--- config.mk ---
export PLATFORM = sky130hd
export DESIGN_NAME = dacc_bkpt_unit
export DESIGN_NICKNAME = d
export VERILOG_FILES = /design/src/rtl/dacc_pkg.sv /design/src/rtl/dacc_reloc.sv /design/src/rtl/dacc_align.sv /design/src/rtl/dacc_bp_cmp.sv /design/src/rtl/dacc_bkpt_unit.sv
export SDC_FILE = /design/constraint.sdc
export NUM_CORES = 1
export LEC_CHECK = 0
export CAP_MARGIN = 30
export CORE_AREA = 2 2 139 141
export CTS_CLUSTER_SIZE = 8
export DETAILED_ROUTE_END_ITERATION = 8
export DIE_AREA = 0 0 141 143
export GPL_TIMING_DRIVEN = 0
export PLACE_DENSITY = 0.67
export SLEW_MARGIN = 20
export SYNTH_ARGS = -nofsm -noshare
export SYNTH_HDL_FRONTEND = slang
export SYNTH_HIERARCHICAL = 1
export SYNTH_SLANG_ARGS = --single-unit
export TNS_END_PERCENT = 5
--- constraint.sdc ---
create_clock -name clk_i -period 1.25 [get_ports clk_i]
set_input_delay 0.1875 -clock clk_i [delete_from_list [all_inputs] [get_ports clk_i]]
set_output_delay 0.1875 -clock clk_i [all_outputs]
set_load 0.01 [all_outputs]
--- src/rtl/dacc_pkg.sv ---
package dacc_pkg;
  typedef enum logic [1:0] {
    BP_OFF = 2'd0,
    BP_ST  = 2'd1,
    BP_ANY = 2'd2,
    BP_LD  = 2'd3
  } bp_dir_e;

  function automatic logic dir_ok(bp_dir_e en, logic is_store);
    return (en != BP_OFF) && (is_store ? (en != BP_LD) : (en != BP_ST));
  endfunction
endpackage

--- src/rtl/dacc_reloc.sv ---
module dacc_reloc #(
  parameter int AW    = 32,
  parameter int TAG_W = 7
) (
  input  logic [AW-1:0]    addr_i,
  input  logic [TAG_W-1:0] tag_i,
  output logic [AW-1:0]    addr_o
);
  localparam int LOW_W = AW - TAG_W;

  logic in_low;
  assign in_low = (addr_i[AW-1:LOW_W] == '0);

  always_comb begin
    addr_o = addr_i;
    if (in_low && (tag_i != '0)) addr_o[AW-1:LOW_W] = tag_i;
  end
endmodule

--- src/rtl/dacc_align.sv ---
module dacc_align #(
  parameter int AW        = 32,
  parameter int GRAN_BITS = 2
) (
  input  logic          en_i,
  input  logic [AW-1:0] addr_i,
  output logic          fault_o
);
  assign fault_o = en_i && (addr_i[GRAN_BITS-1:0] != '0);
endmodule

--- src/rtl/dacc_bp_cmp.sv ---
module dacc_bp_cmp
  import dacc_pkg::*;
#(
  parameter int AW = 32
) (
  input  logic [AW-1:0] addr_i,
  input  logic [AW-1:0] ref_i,
  input  logic [AW-1:0] care_i,
  input  bp_dir_e       en_i,
  input  logic          store_i,
  output logic          hit_o
);
  logic addr_eq;
  assign addr_eq = ((addr_i & care_i) == (ref_i & care_i));
  assign hit_o   = addr_eq && dir_ok(en_i, store_i);
endmodule

--- src/rtl/dacc_bkpt_unit.sv ---
module dacc_bkpt_unit
  import dacc_pkg::*;
#(
  parameter int          AW            = 32,
  parameter int          TAG_W         = 7,
  parameter int          GRAN_BITS     = 2,
  parameter int          ALIGN_EN_BIT  = 1,
  parameter int          MASK_MODE_BIT = 8,
  parameter int          HALT_BIT      = 31,
  parameter int          MOE_LSB       = 2,
  parameter int          MOE_W         = 3,
  parameter logic [2:0]  MOE_DBKPT     = 3'd2,
  parameter logic [31:0] FSR_ALIGN     = 32'h0000_0400
) (
  input  logic          clk_i,
  input  logic          rst_ni,
  input  logic          req_valid_i,
  input  logic [AW-1:0] req_addr_i,
  input  logic          req_store_i,
  input  logic [AW-1:0] cfg_pid_i,
  input  logic [AW-1:0] cfg_ctrl_i,
  input  logic [AW-1:0] cfg_bp0_i,
  input  logic [AW-1:0] cfg_bp1_i,
  input  logic [AW-1:0] cfg_bpctl_i,
  input  logic [AW-1:0] cfg_dsr_i,
  output logic          addr_valid_o,
  output logic [AW-1:0] addr_o,
  output logic          abort_o,
  output logic          trap_o,
  output logic          fsr_we_o,
  output logic [AW-1:0] fsr_wdata_o,
  output logic          far_we_o,
  output logic [AW-1:0] far_wdata_o,
  output logic          dsr_we_o,
  output logic [AW-1:0] dsr_wdata_o
);
  localparam int              NUM_BP    = 2;
  localparam int              EN_W      = 2;
  localparam logic [AW-1:0]   WORD_CARE = {{(AW-GRAN_BITS){1'b1}}, {GRAN_BITS{1'b0}}};
  localparam logic [AW-1:0]   MOE_FIELD = AW'(((1 << MOE_W) - 1) << MOE_LSB);
  localparam logic [AW-1:0]   MOE_VAL   = AW'(MOE_DBKPT) << MOE_LSB;

  logic [AW-1:0] addr_rel;
  logic          misalign;
  logic          mask_mode;
  logic [AW-1:0] bp_ref [NUM_BP];
  logic [NUM_BP-1:0] bp_hit;
  logic          abort_d, trap_d;

  dacc_reloc #(.AW(AW), .TAG_W(TAG_W)) u_reloc (
    .addr_i (req_addr_i),
    .tag_i  (cfg_pid_i[AW-1 -: TAG_W]),
    .addr_o (addr_rel)
  );

  dacc_align #(.AW(AW), .GRAN_BITS(GRAN_BITS)) u_align (
    .en_i    (cfg_ctrl_i[ALIGN_EN_BIT]),
    .addr_i  (addr_rel),
    .fault_o (misalign)
  );

  assign mask_mode = cfg_bpctl_i[MASK_MODE_BIT];
  assign bp_ref[0] = cfg_bp0_i;
  assign bp_ref[1] = cfg_bp1_i;

  for (genvar g = 0; g < NUM_BP; g++) begin : g_bp
    logic [AW-1:0] care;
    bp_dir_e       en;
    if (g == 0) begin : g_lead
      // bp1 becomes an inverse mask for bp0
      assign care = mask_mode ? ~cfg_bp1_i : WORD_CARE;
      assign en   = bp_dir_e'(cfg_bpctl_i[EN_W*g +: EN_W]);
    end else begin : g_follow
      assign care = WORD_CARE;
      assign en   = mask_mode ? BP_OFF : bp_dir_e'(cfg_bpctl_i[EN_W*g +: EN_W]);
    end
    dacc_bp_cmp #(.AW(AW)) u_cmp (
      .addr_i  (addr_rel),
      .ref_i   (bp_ref[g]),
      .care_i  (care),
      .en_i    (en),
      .store_i (req_store_i),
      .hit_o   (bp_hit[g])
    );
  end

  assign abort_d = req_valid_i && misalign;
  assign trap_d  = req_valid_i && !cfg_dsr_i[HALT_BIT] && (|bp_hit);

  logic          valid_q, abort_q, trap_q;
  logic [AW-1:0] addr_q, far_q, dsr_q;

  always_ff @(posedge clk_i or negedge rst_ni) begin
    if (!rst_ni) begin
      valid_q <= 1'b0;
      abort_q <= 1'b0;
      trap_q  <= 1'b0;
      addr_q  <= '0;
      far_q   <= '0;
      dsr_q   <= '0;
    end else begin
      valid_q <= req_valid_i;
      abort_q <= abort_d;
      trap_q  <= trap_d;
      if (req_valid_i) addr_q <= addr_rel;
      if (abort_d)     far_q  <= addr_rel;
      if (trap_d)      dsr_q  <= (cfg_dsr_i & ~MOE_FIELD) | MOE_VAL;
    end
  end

  assign addr_valid_o = valid_q;
  assign addr_o       = addr_q;
  assign abort_o      = abort_q;
  assign trap_o       = trap_q;
  assign fsr_we_o     = abort_q;
  assign fsr_wdata_o  = abort_q ? AW'(FSR_ALIGN) : '0;
  assign far_we_o     = abort_q;
  assign far_wdata_o  = far_q;
  assign dsr_we_o     = trap_q;
  assign dsr_wdata_o  = dsr_q;
endmodule

==> results of run 1 <==
## flip-flops by register name, summed over array words and instances, names as in the netlist
register	flops
addr_o	32
dsr_we_o	1
dsr_wdata_o	30
addr_valid_o	1
far_wdata_o	32
abort_o	1
## through the flow
step           std cells  instance area, sq um
3_3_place_gp         944                  8063
3_5_place_dp         945                  8092
5_1_grt              968                  8532
6_report             968                  8532
2_1_floorplan        494                  5608
4_1_cts              968                  8434
## final timing paths
path	startpoint	cells after the start	slack, ps	to
worst max-delay path	req_addr_i[27]	13	-1230	dsr_wdata_o[14]
worst min-delay path	req_addr_i[17]	2	120	addr_o[17]
worst max register to register	far_wdata_o[0]	1	450	far_wdata_o[0]
worst min register to register	dsr_wdata_o[3]	1	460	dsr_wdata_o[3]
max in group asynchronous	rst_ni	3	300	far_wdata_o[2]
min in group asynchronous	rst_ni	2	310	abort_o
## logic make-up after synthesis
group / after synthesis
muxes: 92
xor gates and xnor gates: 66
and+or+nand+nor: 53
buffers and inverters: 80
DFF: 97
AOI/OAI and AO/OA: 41
other: 2
## per-layer routing
metal  up-vias  global-route usage
li1       1968                   -
met1      1930              0.1909
met2       172              0.2834
met3        16             0.05466
met4         0             0.04158
met5         -                   0
## Yosys cell counts
library cell  number
nor2_1             3
nand2_1           32
a21oi_1            2
mux2_4            27
nand4_1            4
nand2_4            1
nor2b_1            4
and2_1             1
inv_1              4
buf_4             66
conb_1             2
a22oi_1           20
nor4_2             2
a221oi_1           2
a222oi_1           2
buf_2              3
a22o_1             4
clkbuf_1           4
o21a_1             1
o211ai_4           1
nand3_1            4
a31o_2             3
xor2_1            66
mux2_1             1
a221oi_2           2
buf_6              3
dfrtp_1           97
a41o_1             4
nand2b_1           1
mux2_2            64
nor4_4             1
## what timing repair did
action	CTS	global route
resized for setup	148	24
endpoints found under the setup margin	193	96
hold endpoints to repair	37	0
setup buffers	5	0
pin swaps	9	6
gates cloned	2	0
hold buffers	1	0
## power groups by stage
| stage | registers, mW | logic [mW] | clock network [mW] |
|---|---|---|---|
| 5_1_grt | 3.59 | 2.34 | 3.05 |
| 6_report | 3.56 | 2.16 | 2.81 |
| 3_5_place_dp | 3.63 | 2.33 | 0 |
| 3_3_place_gp | 3.62 | 2.31 | 0 |
| 2_1_floorplan | 3.77 | 0.875 | 0 |
| 4_1_cts | 3.56 | 2.15 | 2.94 |
## cell usage in the layout, fill, tap and decap left out, types with 3 or more instances in the layout
cell type        instances
xor2_1                  66
a221oi_2                 4
clkdlybuf4s50_1        106
mux2_4                  27
nor2b_1                  4
buf_6                    8
inv_1                    4
a22o_1                   4
dfrtp_1                 97
mux2_2                  64
clkdlybuf4s15_1          8
nand3_2                  3
nor4_4                   3
nand4_1                  4
buf_4                   70
clkbuf_16                9
a41o_4                   3
conb_1                  65
dlygate4sd2_1           93
a22oi_1                 18
clkbuf_4                 3
nand2_1                 32
buf_8                    5
## layout make-up
type	count	share of cell area
plain buffers	76	0.07186
clock buffers	10	0.02684
flip-flops and latches	97	0.2845
inverters	4	0.001760
multi-input cells	317	0.3165
clock inverters	5	0.007772
repair buffers	225	0.2565
well taps	234	0.03432
==> results.md, run 1 <==
* Met2 Routed Length at 8316 um
* Iteration-0 DRC Markers at 79
* Compound-Gate Fraction of Synth Area at 0.06684
* Setup crit end kind: flop
* Critical Path RT at 1480 ps
* Final #Nets at 958
* DR WL/cell at 17.08 um
* Fin util at 0.4592
* Status: finished, violations left
* Via/cell ratio at 4.221
* Top achievable clock speed at 403.9 MHz
* Final GP Congestion at 0.7601
* WL final at 16540 um
* Slowest-stage cell, CP: nor4_4
* Core area at 18580 sq um
* Grt ovf at 0
* Root buf cell: clkbuf_16
* Min setup slack post-route at -1226 ps
* Hold_ws at 117.5 ps
* Worst IR Drop VDD at 0.7655 mV
* Tot Pwr at 8.529 mW
* Final hold viol count at 0
* Setup TNS at -35220 ps
* Internal power at 6.195 mW
* Hold Path Class: in -> reg
* # DRC at 0
* Post-route antenna net violation count at 0
* DR WL met3 at 1370 um
* Arr. time, crit path at 2700 ps
* Sequential area share after synthesis at 0.4534
* Pwr per Cell Area at 999.7 nW/um^2
* Synth area leaders: dfrtp_1 45%, mux2_2 13%, xor2_1 11%
* Pins Over Slew Limit at 0
* Vias after detailed routing at 4086
* IO buf count at 216
* H-Tree Depth at 3
* Mux cell area share after synthesis at 0.2124
* Post-Synth Adder-Cell Area at 0
* All-Layer GR Usage at 0.1618
* Layout Area Growth over Synthesis at 59.36%
* CP startpoint kind: primary input
* Syn Inst Count at 431
* CTS clock-pin slew for the worst setup and hold paths at 70 ps
* Share of layout cells above drive strength 1 at 0.3011
* Die Y at 143 um
* TritonCTS clock tree: yes
* # IOs at 362
* Mapped Area at 5354 sq um
* Largest net degree at the start of global routing at 61
* Synth Area in Simple Gates at 0.05071
* Synthesis-stage register bit count at 97
* Cell family with most CP delay: simple AND/OR/NAND/NOR gates
* Router iterations before antenna repair at 4
* Failing checks: setup timing
* Worst Skew at 0 ps
* Final Cycle Share at 1.981
* Filler instances at 1774
* Switching power at 2.334 mW
* Max_cap viols at 0
* Initial antenna violation count at 0
* Syn Area/Cell at 12.42 sq um
* RSZ-0062 raised after global routing: true
* Global-route wire length before repair at 24350 um
* Crit Path Max Fanout at 5
* Synth top area share at 0.4534
* Reg area at 2427 sq um
* Post-Synth XOR/XNOR Area at 0.1080
* Max layer used: met4
* Reg power frac at 0.417
* Main combinational cell family by area after synthesis: multiplexers
* Site Rows at 50
* Footprint of the multi-input gates at 2700 sq um
* TritonCTS Buffers at 9
* CTS Buffer Depth at 2
* P_leak at 4.226 nW
* Post-DP HPWL at 13100 um
* Worst setup path class: in -> reg
* Initial Util at 0.2881
* Sw Ratio at 0.2736
* Clock share of power at 0.330
* Skew-Pair Late Insertion Delay at 340 ps
* Die area at 20160 sq um
* Antenna diode count at 0
* DP Worst Slack at -2032 ps
* Comb pwr share at 0.253
* Setup violators final at 31
* Buf+Inv Stages, Crit Path at 5
* Die W at 141 um
* Min Tclk post-route at 2476 ps
* Vias in the first global route at 4233
* Critical path's largest stage delay at 340 ps
* Dominant cell type by area after synthesis: dfrtp_1
* Distinct cells, synth at 31
* Clock sink total at 97
* Routed met1 length at 6558 um
* Number of synthesis warnings at 6
* CP cell instances: buf_6 > nor4_4 > buf_4 > buf_4 > a41o_4 > xor2_1 > a22oi_2 > nand3_2 > nor4_4 > o211ai_4 > buf_12 > buf_8 > mux2_4
Note: power is estimated with default switching activity, not from simulation.
==> inputs of run 2 (changes only) <==
--- a/config.mk
+++ b/config.mk
@@ -11,6 +11,7 @@
 export DETAILED_ROUTE_END_ITERATION = 8
 export DIE_AREA = 0 0 141 143
 export GPL_TIMING_DRIVEN = 0
+export HOLD_SLACK_MARGIN = 0.12
 export PLACE_DENSITY = 0.67
 export SLEW_MARGIN = 20
 export SYNTH_ARGS = -nofsm -noshare
==> run 2 against run 1 <==
- the flow still finishes with violations (setup timing)
- maximum frequency decreased by 0.28%
- core utilization rose by 1.1 points
- non-clock buffer count rose by 20
- clock-buffer cell count is the same
- critical endpoint unchanged
==> results.md, run 2 (synthesis results as in run 1) <==
* Status: finished, violations left
* Failing checks: setup timing
* Layout Area Growth over Synthesis at 63.33%
* CTS clock-pin slew for the worst setup and hold paths at 70 ps
* R2r startpoint: far_wdata_o[0]
* Clock sink total at 97
* Final Cycle Share at 1.986
* Final hold viol count at 0
* Core area at 18580 sq um
* Min setup slack post-route at -1233 ps
* Worst Skew at 0 ps
* Setup crit end kind: flop
* Root buf cell: clkbuf_16
* WL final at 16840 um
* Final Cell Area at 8745 sq um
* Largest net degree at the start of global routing at 61
* H-Tree Depth at 3
* Hold depth at 2
* Site Rows at 50
* Die area at 20160 sq um
* CP startpoint kind: primary input
* Die W at 141 um
* Hold_ws at 129.9 ps
* Via/cell ratio at 4.243
* # IOs at 362
* Router iterations before antenna repair at 5
* RSZ-0062 raised after global routing: true
* DR WL/cell at 17.04 um
* TritonCTS clock tree: yes
* CP cell instances: buf_6 > nor4_4 > buf_4 > buf_4 > a41o_4 > xor2_1 > a22oi_2 > nand3_2 > nor4_4 > o211ai_4 > buf_12 > buf_8 > mux2_4
* Critical path's largest stage delay at 350 ps
* Buf+Inv Stages, Crit Path at 5
* Worst setup path class: in -> reg
* R2R Path End: far_wdata_o[0]
* Top achievable clock speed at 402.8 MHz
* Setup violators final at 31
* Vias after detailed routing at 4192
* Hold Path Class: in -> reg
* Post-route antenna net violation count at 0
* Setup TNS at -35390 ps
* Min Tclk post-route at 2483 ps
* Initial antenna violation count at 0
* Final GP Congestion at 0.7601
* Die Y at 143 um
* Post-DP HPWL at 13100 um
* Max_cap viols at 0
* All-Layer GR Usage at 0.1643
* Final #Nets at 978
* IO buf count at 216
* P_leak at 4.312 nW
* Antenna diode count at 0
* TritonCTS Buffers at 9
* Hold Crit Endpoint: far_wdata_o[5]
* Iteration-0 DRC Markers at 88
* R2R depth at 1
* Dpl cell area at 8092 sq um
* Cell family with most CP delay: simple AND/OR/NAND/NOR gates
* Pwr per Cell Area at 982.1 nW/um^2
* Grt ovf at 0
* Pins Over Slew Limit at 0
* Skew-Pair Late Insertion Delay at 340 ps
* Worst IR Drop VDD at 0.7728 mV
* CTS Buffer Depth at 2
* Initial Util at 0.2881
* Slowest-stage cell, CP: nor4_4
* Most frequent cells in the layout: 106 x clkdlybuf4s50_1, 97 x dfrtp_1, 92 x dlygate4sd2_1
* Global-route wire length before repair at 24800 um
* Fin util at 0.4706
* Critical Path RT at 1480 ps
* Vias in the first global route at 4353
* # DRC at 0
* Arr. time, crit path at 2710 ps
* Most common cell after layout, fill and taps aside: clkdlybuf4s50_1
* Crit Path Max Fanout at 5
* Share of layout cells above drive strength 1 at 0.2931
* Hold_sp: req_addr_i[5]
* Flop2flop setup slack at 450 ps
==> run 2: cell types whose count changed in the layout (fill, tap and decap cells not counted), sizes merged <==
cell           previous run  this run
clkdlybuf4s15             8         9
dlygate4sd2              93        92
dlygate4sd3               1        21
==> run 2: worst max-delay path by stage <==
stage / endpoint / depth (start not counted) / slack (ps) / startpoint
2_1_floorplan: dsr_wdata_o[10] / 9 / -1100 / req_addr_i[27]
3_3_place_gp: addr_o[1] / 1 / -4050 / rst_ni
3_5_place_dp: dsr_wdata_o[14] / 10 / -2030 / req_addr_i[31]
4_1_cts: dsr_wdata_o[14] / 13 / -1300 / req_addr_i[27]
5_1_grt: dsr_wdata_o[14] / 13 / -1320 / req_addr_i[27]
6_report: dsr_wdata_o[14] / 13 / -1230 / req_addr_i[27]
==> run 2: metal layers <==
layer	routed length [um]	global-route usage
met1	6646	0.1936
met2	8523	0.2893
met3	1350	0.05332
met4	318	0.04316
met5	0	0
==> run 2: area by class of cell <==
| class | instances | area (sq um) |
|---|---|---|
| well taps | 234 | 292.8 |
| clock inverters | 5 | 66.31 |
| inverters | 4 | 15.01 |
| plain buffers | 76 | 624.3 |
| clock buffers | 10 | 229.0 |
| flip-flops and latches | 97 | 2427 |
| fillers | 1749 | 9836 |
| repair buffers | 245 | 2390 |
| multi-input cells | 317 | 2700 |
==> run 2: power by group <==
| part | total (mW) | internal, mW | switching, mW |
|---|---|---|---|
| Combinational | 2.22 | 1.25 | 0.968 |
| Clock | 2.81 | 1.56 | 1.25 |
| Sequential | 3.56 | 3.43 | 0.129 |
==> run 2: repair_timing <==
action                                  4_1_cts  5_1_grt
hold buffers                                 21        0
pin swaps                                     9        6
gates resized for setup                     148       28
setup buffers                                 5        0
endpoints found under the setup margin      193       97
cloned                                        2        0
endpoints found under the hold margin        67        0
==> run 2: per-stage QoR <==
stage	total power, mW	instances	setup slack [ps]
after detailed placement	5.961	945	-2032
after global routing	9.039	988	-1320
after CTS	8.694	988	-1299
final	8.588	988	-1233
after global placement	5.931	944	-4049
after floorplan	4.646	494	-1099
==> inputs of run 3 (changes only) <==
--- a/config.mk
+++ b/config.mk
@@ -5,8 +5,8 @@
 export SDC_FILE = /design/constraint.sdc
 export NUM_CORES = 1
 export LEC_CHECK = 0
-export CAP_MARGIN = 30
 export CORE_AREA = 2 2 139 141
+export CTS_CLUSTER_DIAMETER = 60
 export CTS_CLUSTER_SIZE = 8
 export DETAILED_ROUTE_END_ITERATION = 8
 export DIE_AREA = 0 0 141 143
==> results of run 3 <==
Same layout as run 2: the final DEF is identical, and so are final timing and power.
